$ cat src/rtl/tape_pkg.sv
package tape_pkg;

    typedef enum logic [2:0] {
        Q1 = 3'd1,
        Q2 = 3'd2,
        Q3 = 3'd3,
        Q4 = 3'd4,
        Q5 = 3'd5
    } ctl_e;

    typedef struct packed {
        logic halt;
        logic wbit;
        logic go_right;
        ctl_e nxt;
    } act_t;

    function automatic act_t step_lookup(ctl_e s, logic b);
        act_t a;
        a.halt     = 1'b0;
        a.wbit     = b;
        a.go_right = 1'b1;
        a.nxt      = s;
        case (s)
            Q1: begin
                if (b) begin
                    a.wbit = 1'b0; a.go_right = 1'b1; a.nxt = Q2;
                end else begin
                    a.halt = 1'b1;
                end
            end
            Q2: begin
                if (b) begin
                    a.wbit = 1'b1; a.go_right = 1'b1; a.nxt = Q2;
                end else begin
                    a.wbit = 1'b0; a.go_right = 1'b1; a.nxt = Q3;
                end
            end
            Q3: begin
                if (b) begin
                    a.wbit = 1'b1; a.go_right = 1'b1; a.nxt = Q3;
                end else begin
                    a.wbit = 1'b1; a.go_right = 1'b0; a.nxt = Q4;
                end
            end
            Q4: begin
                if (b) begin
                    a.wbit = 1'b1; a.go_right = 1'b0; a.nxt = Q4;
                end else begin
                    a.wbit = 1'b0; a.go_right = 1'b0; a.nxt = Q5;
                end
            end
            Q5: begin
                if (b) begin
                    a.wbit = 1'b1; a.go_right = 1'b0; a.nxt = Q5;
                end else begin
                    a.wbit = 1'b1; a.go_right = 1'b1; a.nxt = Q1;
                end
            end
            default: begin
                a.halt = 1'b1;
            end
        endcase
        return a;
    endfunction

endpackage

$ cat src/rtl/head_ptr.sv
module head_ptr #(
    parameter int W    = 16,
    parameter int HOME = 2
) (
    input  logic                 clk,
    input  logic                 rst,
    input  logic                 load,
    input  logic                 move,
    input  logic                 go_right,
    output logic [$clog2(W)-1:0] pos,
    output logic                 at_edge
);
    localparam int HW = $clog2(W);
    localparam logic [HW-1:0] LAST  = HW'(W - 1);
    localparam logic [HW-1:0] START = HW'(HOME);

    assign at_edge = go_right ? (pos == LAST) : (pos == '0);

    always_ff @(posedge clk) begin
        if (rst || load) begin
            pos <= START;
        end else if (move) begin
            pos <= go_right ? pos + 1'b1 : pos - 1'b1;
        end
    end

    // a move steps the head by exactly one cell in the chosen direction
    assert_right_step_R4: assert property (@(posedge clk) disable iff (rst)
        (move && go_right && !load) |=> (pos == $past(pos) + 1'b1));
    assert_left_step_R4: assert property (@(posedge clk) disable iff (rst)
        (move && !go_right && !load) |=> (pos == $past(pos) - 1'b1));
    // the head is never moved off the tape
    assert_no_wrap_R7: assert property (@(posedge clk) disable iff (rst)
        !(move && at_edge));
endmodule

$ cat src/rtl/tape_store.sv
module tape_store #(
    parameter int W   = 16,
    parameter int OFS = 2
) (
    input  logic                 clk,
    input  logic                 rst,
    input  logic                 load,
    input  logic                 wr,
    input  logic [$clog2(W)-1:0] addr,
    input  logic                 wbit,
    output logic [W-1:0]         cells,
    output logic                 rd_bit
);
    localparam logic [W-1:0] ONE = {{(W-1){1'b0}}, 1'b1};

    logic [W-1:0] init_pat;

    for (genvar i = 0; i < W; i++) begin : g_init
        assign init_pat[i] = (i == OFS) || (i == OFS + 1);
    end

    assign rd_bit = cells[addr];

    always_ff @(posedge clk) begin
        if (rst || load) begin
            cells <= init_pat;
        end else if (wr) begin
            cells[addr] <= wbit;
        end
    end

    // outside a load, no cell other than the addressed one may change
    assert_single_cell_R3: assert property (@(posedge clk) disable iff (rst)
        !load |=> (((cells ^ $past(cells)) & ~(ONE << $past(addr))) == '0));
    // with no write and no load the tape is frozen
    assert_tape_hold_R3: assert property (@(posedge clk) disable iff (rst)
        (!load && !wr) |=> $stable(cells));
endmodule

$ cat src/rtl/tape_engine.sv
module tape_engine
    import tape_pkg::*;
#(
    parameter int TAPE_W  = 16,
    parameter int SEG_OFS = 2
) (
    input  logic                      clk,
    input  logic                      rst,
    input  logic                      start,
    input  logic                      step_en,
    output logic                      done,
    output logic                      fault,
    output logic [2:0]                state_o,
    output logic [$clog2(TAPE_W)-1:0] head_o,
    output logic [TAPE_W-1:0]         tape_o
);
    localparam int HW = $clog2(TAPE_W);

    ctl_e              state_q;
    logic              running_q;
    logic              done_q;
    logic              fault_q;
    logic              rd_bit;
    logic              at_edge;
    logic              fire;
    logic              do_move;
    logic [HW-1:0]     head_q;
    logic [TAPE_W-1:0] tape_q;
    act_t              act;

    assign act     = step_lookup(state_q, rd_bit);
    assign fire    = running_q && step_en && !start;
    assign do_move = fire && !act.halt && !at_edge;

    head_ptr #(.W(TAPE_W), .HOME(SEG_OFS)) u_head (
        .clk      (clk),
        .rst      (rst),
        .load     (start),
        .move     (do_move),
        .go_right (act.go_right),
        .pos      (head_q),
        .at_edge  (at_edge)
    );

    tape_store #(.W(TAPE_W), .OFS(SEG_OFS)) u_tape (
        .clk    (clk),
        .rst    (rst),
        .load   (start),
        .wr     (do_move),
        .addr   (head_q),
        .wbit   (act.wbit),
        .cells  (tape_q),
        .rd_bit (rd_bit)
    );

    always_ff @(posedge clk) begin
        if (rst || start) begin
            state_q   <= Q1;
            running_q <= !rst;
            done_q    <= 1'b0;
            fault_q   <= 1'b0;
        end else if (fire) begin
            if (act.halt) begin
                done_q    <= 1'b1;
                running_q <= 1'b0;
            end else if (at_edge) begin
                fault_q   <= 1'b1;
                running_q <= 1'b0;
            end else begin
                state_q <= act.nxt;
            end
        end
    end

    assign done    = done_q;
    assign fault   = fault_q;
    assign state_o = state_q;
    assign head_o  = head_q;
    assign tape_o  = tape_q;

    always_comb begin
        if (!rst) begin
            assert_state_legal_R4: assert (state_q inside {Q1, Q2, Q3, Q4, Q5});
        end
    end

    // done is held until start
    assert_done_sticky_R5: assert property (@(posedge clk) disable iff (rst)
        (done && !start) |=> done);
    // halting only happens in state 1
    assert_done_in_q1_R5: assert property (@(posedge clk) disable iff (rst)
        done |-> (state_o == 3'd1));
    // fault is held until start and never coexists with done
    assert_fault_sticky_R7: assert property (@(posedge clk) disable iff (rst)
        (fault && !start) |=> fault);
    assert_end_exclusive_R7: assert property (@(posedge clk) disable iff (rst)
        !(done && fault));
    // after halt or fault, stepping changes nothing
    assert_idle_hold_R6: assert property (@(posedge clk) disable iff (rst)
        ((done || fault) && !start) |=> ($stable(state_o) && $stable(head_o) && $stable(tape_o)));
    // start reloads the head home
    assert_start_home_R2: assert property (@(posedge clk) disable iff (rst)
        start |=> (head_o == HW'(SEG_OFS) && state_o == 3'd1 && !done && !fault));
endmodule

$ cat config.mk
export PLATFORM = sky130hd
export DESIGN_NAME = tape_engine
export DESIGN_NICKNAME = d
export VERILOG_FILES = /design/src/rtl/tape_pkg.sv /design/src/rtl/head_ptr.sv /design/src/rtl/tape_store.sv /design/src/rtl/tape_engine.sv
export SDC_FILE = /design/constraint.sdc
export NUM_CORES = 1
export LEC_CHECK = 0
export CORE_ASPECT_RATIO = 2
export CORE_MARGIN = 2
export CORE_UTILIZATION = 38
export DETAILED_ROUTE_END_ITERATION = 8
export PLACE_DENSITY = 0.64
export SETUP_SLACK_MARGIN = 0.5
export SKIP_LAST_GASP = 1
export SLEW_MARGIN = 20
export SYNTH_ARGS = -nofsm -noshare
export SYNTH_HDL_FRONTEND = slang
export SYNTH_HIERARCHICAL = 1
export SYNTH_SLANG_ARGS = --single-unit
$ cat constraint.sdc
create_clock -name clk -period 4.2 [get_ports clk]
set_clock_uncertainty 0.05 [all_clocks]
set_input_delay 0.42 -clock clk [delete_from_list [all_inputs] [get_ports clk]]
set_output_delay 0.42 -clock clk [all_outputs]
set_load 0.02 [all_outputs]
==> results of run 1 <==
-- power groups by stage --
| stage | clock network [mW] | registers, mW | logic (mW) |
|---|---|---|---|
| floorplan | 0 | 0.258 | 0.0213 |
| global route | 0.162 | 0.252 | 0.0394 |
| CTS | 0.147 | 0.252 | 0.0340 |
| global placement | 0 | 0.258 | 0.0325 |
| finish | 0.144 | 0.251 | 0.0361 |
| detailed placement | 0 | 0.258 | 0.0330 |
-- logic make-up (layout without fill, tap and decap cells) --
group           count (synthesis)  count (layout)
buf+inv                        13              43
fa+ha+maj                       3               3
mux                             6               6
xor+xnor                        2               2
flops                          26              26
simple gates                   69              69
compound gates                 48              48
-- how the worst max path moves through the flow --
stage,slack [ns],cells after the start,to,startpoint
after global placement,0.20,14,u_tape/cells[12],u_head/pos[0]
final,0.78,14,u_tape/cells[12],u_head/pos[0]
after CTS,0.52,14,u_tape/cells[12],u_head/pos[0]
after floorplan,0.55,15,u_tape/cells[0],u_head/pos[0]
after detailed placement,0.1,14,u_tape/cells[12],u_head/pos[0]
after global routing,0.58,14,u_tape/cells[12],u_head/pos[0]
-- Yosys cell counts (3+ instances only) --
cell,n
a21oi_1,19
and3b_1,3
buf_2,3
clkbuf_1,4
dfxtp_1,25
inv_1,3
mux4_2,3
nand2_1,10
nand3_1,18
nand4_1,5
nor2_1,11
nor2b_1,5
o21ai_0,15
o21ai_1,4
-- area by class of cell --
| cell class | count | area [um^2] | area share [%] |
|---|---|---|---|
| Timing Repair inverter | 1 | 5.00 | 0.267 |
| Multi-Input combinational cell | 128 | 881 | 47.0 |
| Inverter | 3 | 15.0 | 0.801 |
| Sequential cell | 26 | 536 | 28.6 |
| Tap cell | 49 | 61.3 | 3.27 |
| Timing Repair Buffer | 35 | 333 | 17.7 |
| Clock buffer | 4 | 45.0 | 2.40 |
-- worst max-delay path: stages, from the launching register on --
cell and delay, ns:
dfxtp_4 0.45, mux4_1 0.59, a22oi_2 0.21, nand3_2 0.15
and2b_1 0.28, nor2_1 0.06, a22oi_2 0.20, inv_2 0.11
nand2_1 0.08, o21ai_1 0.10, nand4b_4 0.22, clkinvlp_4 0.13
or3b_1 0.43, o21ai_1 0.17, a21oi_1 0.08
-- stage by stage --
| step | std cells | utilization (%) | hold slack (ns) | area (um^2) |
|---|---|---|---|---|
| floorplan | 167 | - | 0.439 | 1460 |
| global placement | 239 | 48.9 | 0.407 | 1780 |
| detailed placement | 239 | 48.9 | 0.408 | 1780 |
| CTS | 244 | 50.6 | 0.431 | 1840 |
| global route | 246 | 51.4 | 0.472 | 1880 |
| finish | 246 | 51.4 | 0.426 | 1880 |
-- flip-flops by register name, summed over array words and instances (netlist names) --
register	flops
state_o	3
u_head/pos	4
running_q	1
done	1
fault	1
u_tape/cells	16
-- metal layers --
metal  track usage [%]  wire length, um  vias to the layer above
met5                 0                0                        -
met4              9.23              125                        0
met3              2.56              129                       11
met2              33.6             2210                       43
met1              22.7             1550                      680
li1                  -                -                      677
-- what timing repair did --
item | in CTS | in global routing
hold endpoints to repair | 0 | 0
setup buffers | 1 | 1
resized for setup | 5 | 4
endpoints found under the setup margin | 19 | 20
gates cloned | 0 | 1
==> reports/results.tsv, run 1 <==
stage	metric	value	unit
status	outcome	finished clean	
drt	Detail Route Antenna Nets	0	
cts	clk root buf	clkbuf_8	
placed_design	DP Worst Slack	0.0980	ns
logic_synthesis	cell area after synthesis	1460	um^2
drt	TritonRoute pass-1 iters	4	
timing	fmax	293	MHz
grt	vias in the first global route	1345	
logic_synthesis	asr flop ratio synth	0	%
finish	Layout fillers	375	
power_and_ir_drop	Clock power frac	33.4	%
timing	post-route minimum period	3.42	ns
logic_synthesis	Post-Syn Instances	167	
finish	final-stage net count	205	
logic_synthesis	Compound-Gate Fraction of Synth Area	19.5	%
logic_synthesis	sequential share of the synthesized area	36.3	%
cts	H-Tree Depth	1	
placed_design	DP HPWL	2990	um
setup_path	worst-path fanout max	12	
cts	clk_lat worst skew	0.27	ns
logic_synthesis	post-synth top area share	34.2	%
logic_synthesis	Post-Synth XOR/XNOR Area	1.20	%
floorplanning	row count	31	
grt	grt ovf	0	
setup_path	RR Endpoint	u_tape/cells[12]	
logic_synthesis	post-synthesis mux area share	7.79	%
setup_path	Worst EP required	4.30	ns
cts	clk slew on worst S/H paths	0.09	ns
setup_path	worst-case reg-to-reg path depth	14	
floorplanning	Die ar.	4390	um^2
finish	area delta synth->final	28.3	%
finish	most common cell after layout, fill and taps aside	clkdlybuf4s50_1	
logic_synthesis	main combinational cell family by area after synthesis	simple AND/OR/NAND/NOR gates	
logic_synthesis	Synth cell types	43	
timing	Worst-Margin Slew	0.667	ns
finish	commonest non-fill, non-tap cells in the layout	clkdlybuf4s50_1 (28), dfxtp_1 (23), a21oi_1 (18), nand3_1 (17), o21ai_0 (14)	
floorplanning	core footprint	3650	um^2
drt	Via Count	1411	
setup_path	Worst Setup End Kind	flop	
timing	RSZ-0062 raised after global routing	no	
logic_synthesis	Syn. warnings	6	
setup_path	r2r startpoint	u_head/pos[0]	
worst_hold_path	hold depth	2	
logic_synthesis	post-synthesis simple-gate area fraction	27.4	%
worst_hold_path	Worst Hold Class	reg2reg	
cts	hold_buf cts	0	
logic_synthesis	cell taking the most area after synthesis	dfxtp_1	
setup_path	CP arrival	3.51	ns
timing	endpoints failing hold	0	
drt	WL/cell	16.3	um
logic_synthesis	Synth Area in Adders	3.08	%
finish	layout cells sized above 1	15.2	%
timing	Slew headroom	55.5	%
worst_hold_path	hold wc startpoint	done	
placed_design	GPL Wtd Cong	0.909	
drt	DRT iter0 DRCs	47	
flow_run	# Max-Cap Violations	0	
power_and_ir_drop	VDD IR max	0.000193	V
power_and_ir_drop	Pwr Total	0.432	mW
cts	maximum clock path buffer count	2	
power_and_ir_drop	switching power	0.100	mW
power_and_ir_drop	total power density per cell area	230	nW/um^2
power_and_ir_drop	internal power	0.332	mW
setup_path	Worst R2R Setup Slack	0.78	ns
grt	Tot GR Track Use	19.8	%
floorplanning	Die Y	91.7	um
grt	first-pass GRT wire length	6420	um
floorplanning	IO Pins	29	
cts	Num CTS Buffers	3	
worst_hold_path	Worst Hold Path EP	done	
timing	Setup WS post-layout	0.782	ns
grt	initial antenna violation count	0	
timing	Slew Limit Fails	0	
logic_synthesis	synthesized flop and latch total	26	
drt	Via density	5.74	
finish	Diodes inserted	0	
floorplanning	Die W	47.9	um
timing	fin crit share	81.4	%
power_and_ir_drop	Leakage	0.623	nW
timing	Final setup viols	0	
grt	largest net degree at the start of global routing	17	
power_and_ir_drop	Reg power frac	58.2	%
logic_synthesis	Net Count, Synth	174	
logic_synthesis	Post-synth EDFFs	1	
cts	CTS tree	built	
cts	CTS sink cnt	26	
logic_synthesis	Synth Area per Inst	8.75	um^2
logic_synthesis	ys flop type	dfxtp_1	
setup_path	CP Launch Type	flop	
timing	Total Neg Setup Slack	0	ns
drt	drt drc	0	
placed_design	port bufs	28	
drt	routed wire length	4020	um
setup_path	Worst Setup Path Type	reg2reg	
power_and_ir_drop	Sw Share	23.3	%
floorplanning	initial core utilization	40.1	%
logic_synthesis	top post-synthesis cells by area	dfxtp_1 (34%), a21oi_1 (6.5%), nand3_1 (6.2%), o21ai_0 (5.1%), mux4_2 (4.6%)	
power_and_ir_drop	combinational power share	8.4	%
Note: power is estimated with default switching activity, not from simulation.
==> run 2: changes to the inputs <==
==> constraint.sdc (replaced) <==
create_clock -name clk -period 3.4 [get_ports clk]
set_clock_uncertainty 0.05 [all_clocks]
set_input_delay 0.34 -clock clk [delete_from_list [all_inputs] [get_ports clk]]
set_output_delay 0.34 -clock clk [all_outputs]
set_load 0.02 [all_outputs]
==> run 2 against run 1 <==
Effect of this change:
- die area unchanged
- global-route usage up 2.2 points
- critical endpoint is now u_tape/cells[0]
- worst setup slack worse by 0.41 ns
- via count increased by 8.9%
- count of clock-buffer cells in the layout unchanged
- sequential power up 24%
- critical path depth unchanged
- maximum frequency rose by 13%
==> reports/results.tsv, run 2 (synthesis results as in run 1) <==
stage	metric	value	unit	change
status	outcome	finished clean		unchanged
finish	Diodes inserted	0		unchanged
timing	RSZ-0062 raised after global routing	yes		was no
placed_design	GPL Wtd Cong	0.914		was 0.909
finish	design area	2070	um^2	was 1880 um^2
timing	fmax	330	MHz	was 293 MHz
finish	commonest non-fill, non-tap cells in the layout	clkdlybuf4s50_1 (28), dfxtp_1 (23), buf_4 (21), a21oi_1 (17), nand3_1 (15)		was clkdlybuf4s50_1 (28), dfxtp_1 (23), a21oi_1 (18), nand3_1 (17), o21ai_0 (14)
placed_design	DP HPWL	3230	um	was 2990 um
drt	DRT iter0 DRCs	66		was 47
grt	met1 Use GR	26.5	%	was 22.7%
timing	Worst-Margin Slew	0.433	ns	was 0.667 ns
setup_path	Worst Setup Path Type	reg2reg		unchanged
setup_path	slowest cell delay on critical path	0.51	ns	was 0.59 ns
floorplanning	Die W	47.9	um	unchanged
worst_hold_path	hold wc startpoint	done		unchanged
flow_run	# Max-Cap Violations	0		unchanged
floorplanning	Die ar.	4390	um^2	unchanged
power_and_ir_drop	VDD IR max	0.000348	V	was 0.000193 V
timing	endpoints failing hold	0		unchanged
drt	routed wire length	4450	um	was 4020 um
timing	Total Neg Setup Slack	0	ns	unchanged
grt	met2 GRT Util	34.6	%	was 33.6%
timing	Slew headroom	71.1	%	was 55.5%
drt	WL/cell	17.1	um	was 16.3 um
setup_path	r2r startpoint	u_head/pos[0]		unchanged
finish	Largest register FFs	16		unchanged
placed_design	port bufs	28		unchanged
floorplanning	IO Pins	29		unchanged
timing	fin crit share	89.1	%	was 81.4%
placed_design	placed cell areas	1840	um^2	was 1780 um^2
setup_path	Slowest-stage cell, CP	mux4_2		was mux4_1
cts	Num CTS Buffers	3		unchanged
grt	initial antenna violation count	0		unchanged
floorplanning	core footprint	3650	um^2	unchanged
drt	Via density	5.91		was 5.74
setup_path	Worst EP required	3.52	ns	was 4.30 ns
floorplanning	row count	31		unchanged
finish	Top reg by flops	u_tape/cells		unchanged
worst_hold_path	Worst Hold Class	reg2reg		unchanged
finish	layout cells sized above 1	28.4	%	was 15.2%
setup_path	Worst Setup End Kind	flop		unchanged
cts	clk slew on worst S/H paths	0.09	ns	about the same
cts	maximum clock path buffer count	2		unchanged
timing	post-route minimum period	3.03	ns	was 3.42 ns
grt	first-pass GRT wire length	7020	um	was 6420 um
grt	grt ovf	0		unchanged
cts	clk root buf	clkbuf_8		unchanged
cts	CTS sink cnt	26		unchanged
floorplanning	initial core utilization	40.1	%	unchanged
grt	most used routing layer	met2		unchanged
timing	Slew Limit Fails	0		unchanged
cts	H-Tree Depth	1		unchanged
drt	Detail Route Antenna Nets	0		unchanged
drt	TritonRoute pass-1 iters	4		unchanged
floorplanning	Die Y	91.7	um	unchanged
drt	drt drc	0		unchanged
grt	vias in the first global route	1469		was 1,345
power_and_ir_drop	Leakage	0.708	nW	was 0.623 nW
setup_path	crit-path most repeated cell	a22oi_2		
setup_path	critical-path cell list	mux4_2, a22oi_2, nand3_2, and2b_1, nor2_1, a22oi_2, inv_2, nand2_2, o21ai_2, nand4b_4, clkinvlp_4, or3b_4, o21ai_4, a21oi_2		was mux4_1, a22oi_2, nand3_2, and2b_1, nor2_1, a22oi_2, inv_2, nand2_1, o21ai_1, nand4b_4, clkinvlp_4, or3b_1, o21ai_1, a21oi_1
drt	Via Count	1536		was 1,411
power_and_ir_drop	Pwr Total	0.595	mW	was 0.432 mW
finish	area delta synth->final	41.9	%	was 28.3%
setup_path	CP arrival	3.15	ns	was 3.51 ns
cts	clk_lat worst skew	0.28	ns	was 0.27 ns
setup_path	CP startpoint	u_head/pos[0]		unchanged
grt	met3 track demand over resource	3.15	%	was 2.56%
finish	most common cell after layout, fill and taps aside	clkdlybuf4s50_1		unchanged
grt	Tot GR Track Use	22.0	%	was 19.8%
grt	largest net degree at the start of global routing	17		unchanged
cts	CTS tree	built		unchanged
setup_path	worst-path fanout max	7		was 12
finish	final-stage net count	219		was 205
power_and_ir_drop	total power density per cell area	287	nW/um^2	was 230 nW/um^2
setup_path	CP Launch Type	flop		unchanged
timing	Final setup viols	0		unchanged
## run 2: stage by stage
stage               instances  worst slack (ns)  hold WS, ns  util, %
global placement          243             0.229        0.401     50.6
finish                    260             0.369        0.437     56.9
global route              260             0.207        0.473     56.9
CTS                       255             0.404        0.444     54.9
detailed placement        243             0.149        0.418     50.6
floorplan                 167             0.229        0.357        -
## run 2: final timing paths
| check | end | slack, ns | cells after the start |
|---|---|---|---|
| max | u_tape/cells[0] | 0.37 | 14 |
| min | done | 0.44 | 2 |
| max reg2reg | u_tape/cells[0] | 0.37 | 14 |
| min reg2reg | done | 0.44 | 2 |
## run 2: per-layer routing
metal / vias up / part of all wire [%]
met5: - / 0
met1: 729 / 36
li1: 701 / -
met3: 24 / 6.1
met2: 82 / 52
met4: 0 / 5.7
## run 2: where the power goes
group          total, mW  switching [mW]  internal, mW
Sequential         0.311         0.00297         0.308
Clock              0.232           0.104         0.128
Combinational     0.0522          0.0288        0.0234
## run 2: area by class of cell
type | count | area [um^2]
fillers | 338 | 1570
multi-input cells | 128 | 946
inverters | 3 | 15.0
well taps | 49 | 61.3
clock buffers | 4 | 66.3
repair buffers | 50 | 449
flip-flops and latches | 26 | 536
## run 2: repair_timing
action | in CTS | in global routing
pin swaps | 9 | 10
endpoints found under the setup margin | 20 | 20
resized for setup | 12 | 14
hold endpoints to repair | 0 | 0
hold buffers | 0 | 0
buffers inserted | 8 | 5
gates cloned | 0 | 0
## run 2: critical path: cells and delay by family, from the launching register on
kind	cells	cell delay, ns
AND/OR/NAND/NOR	6	1.06
AO/OA/AOI/OAI	5	0.68
multiplexers	1	0.51
flip-flops	1	0.40
buffers and inverters	2	0.23
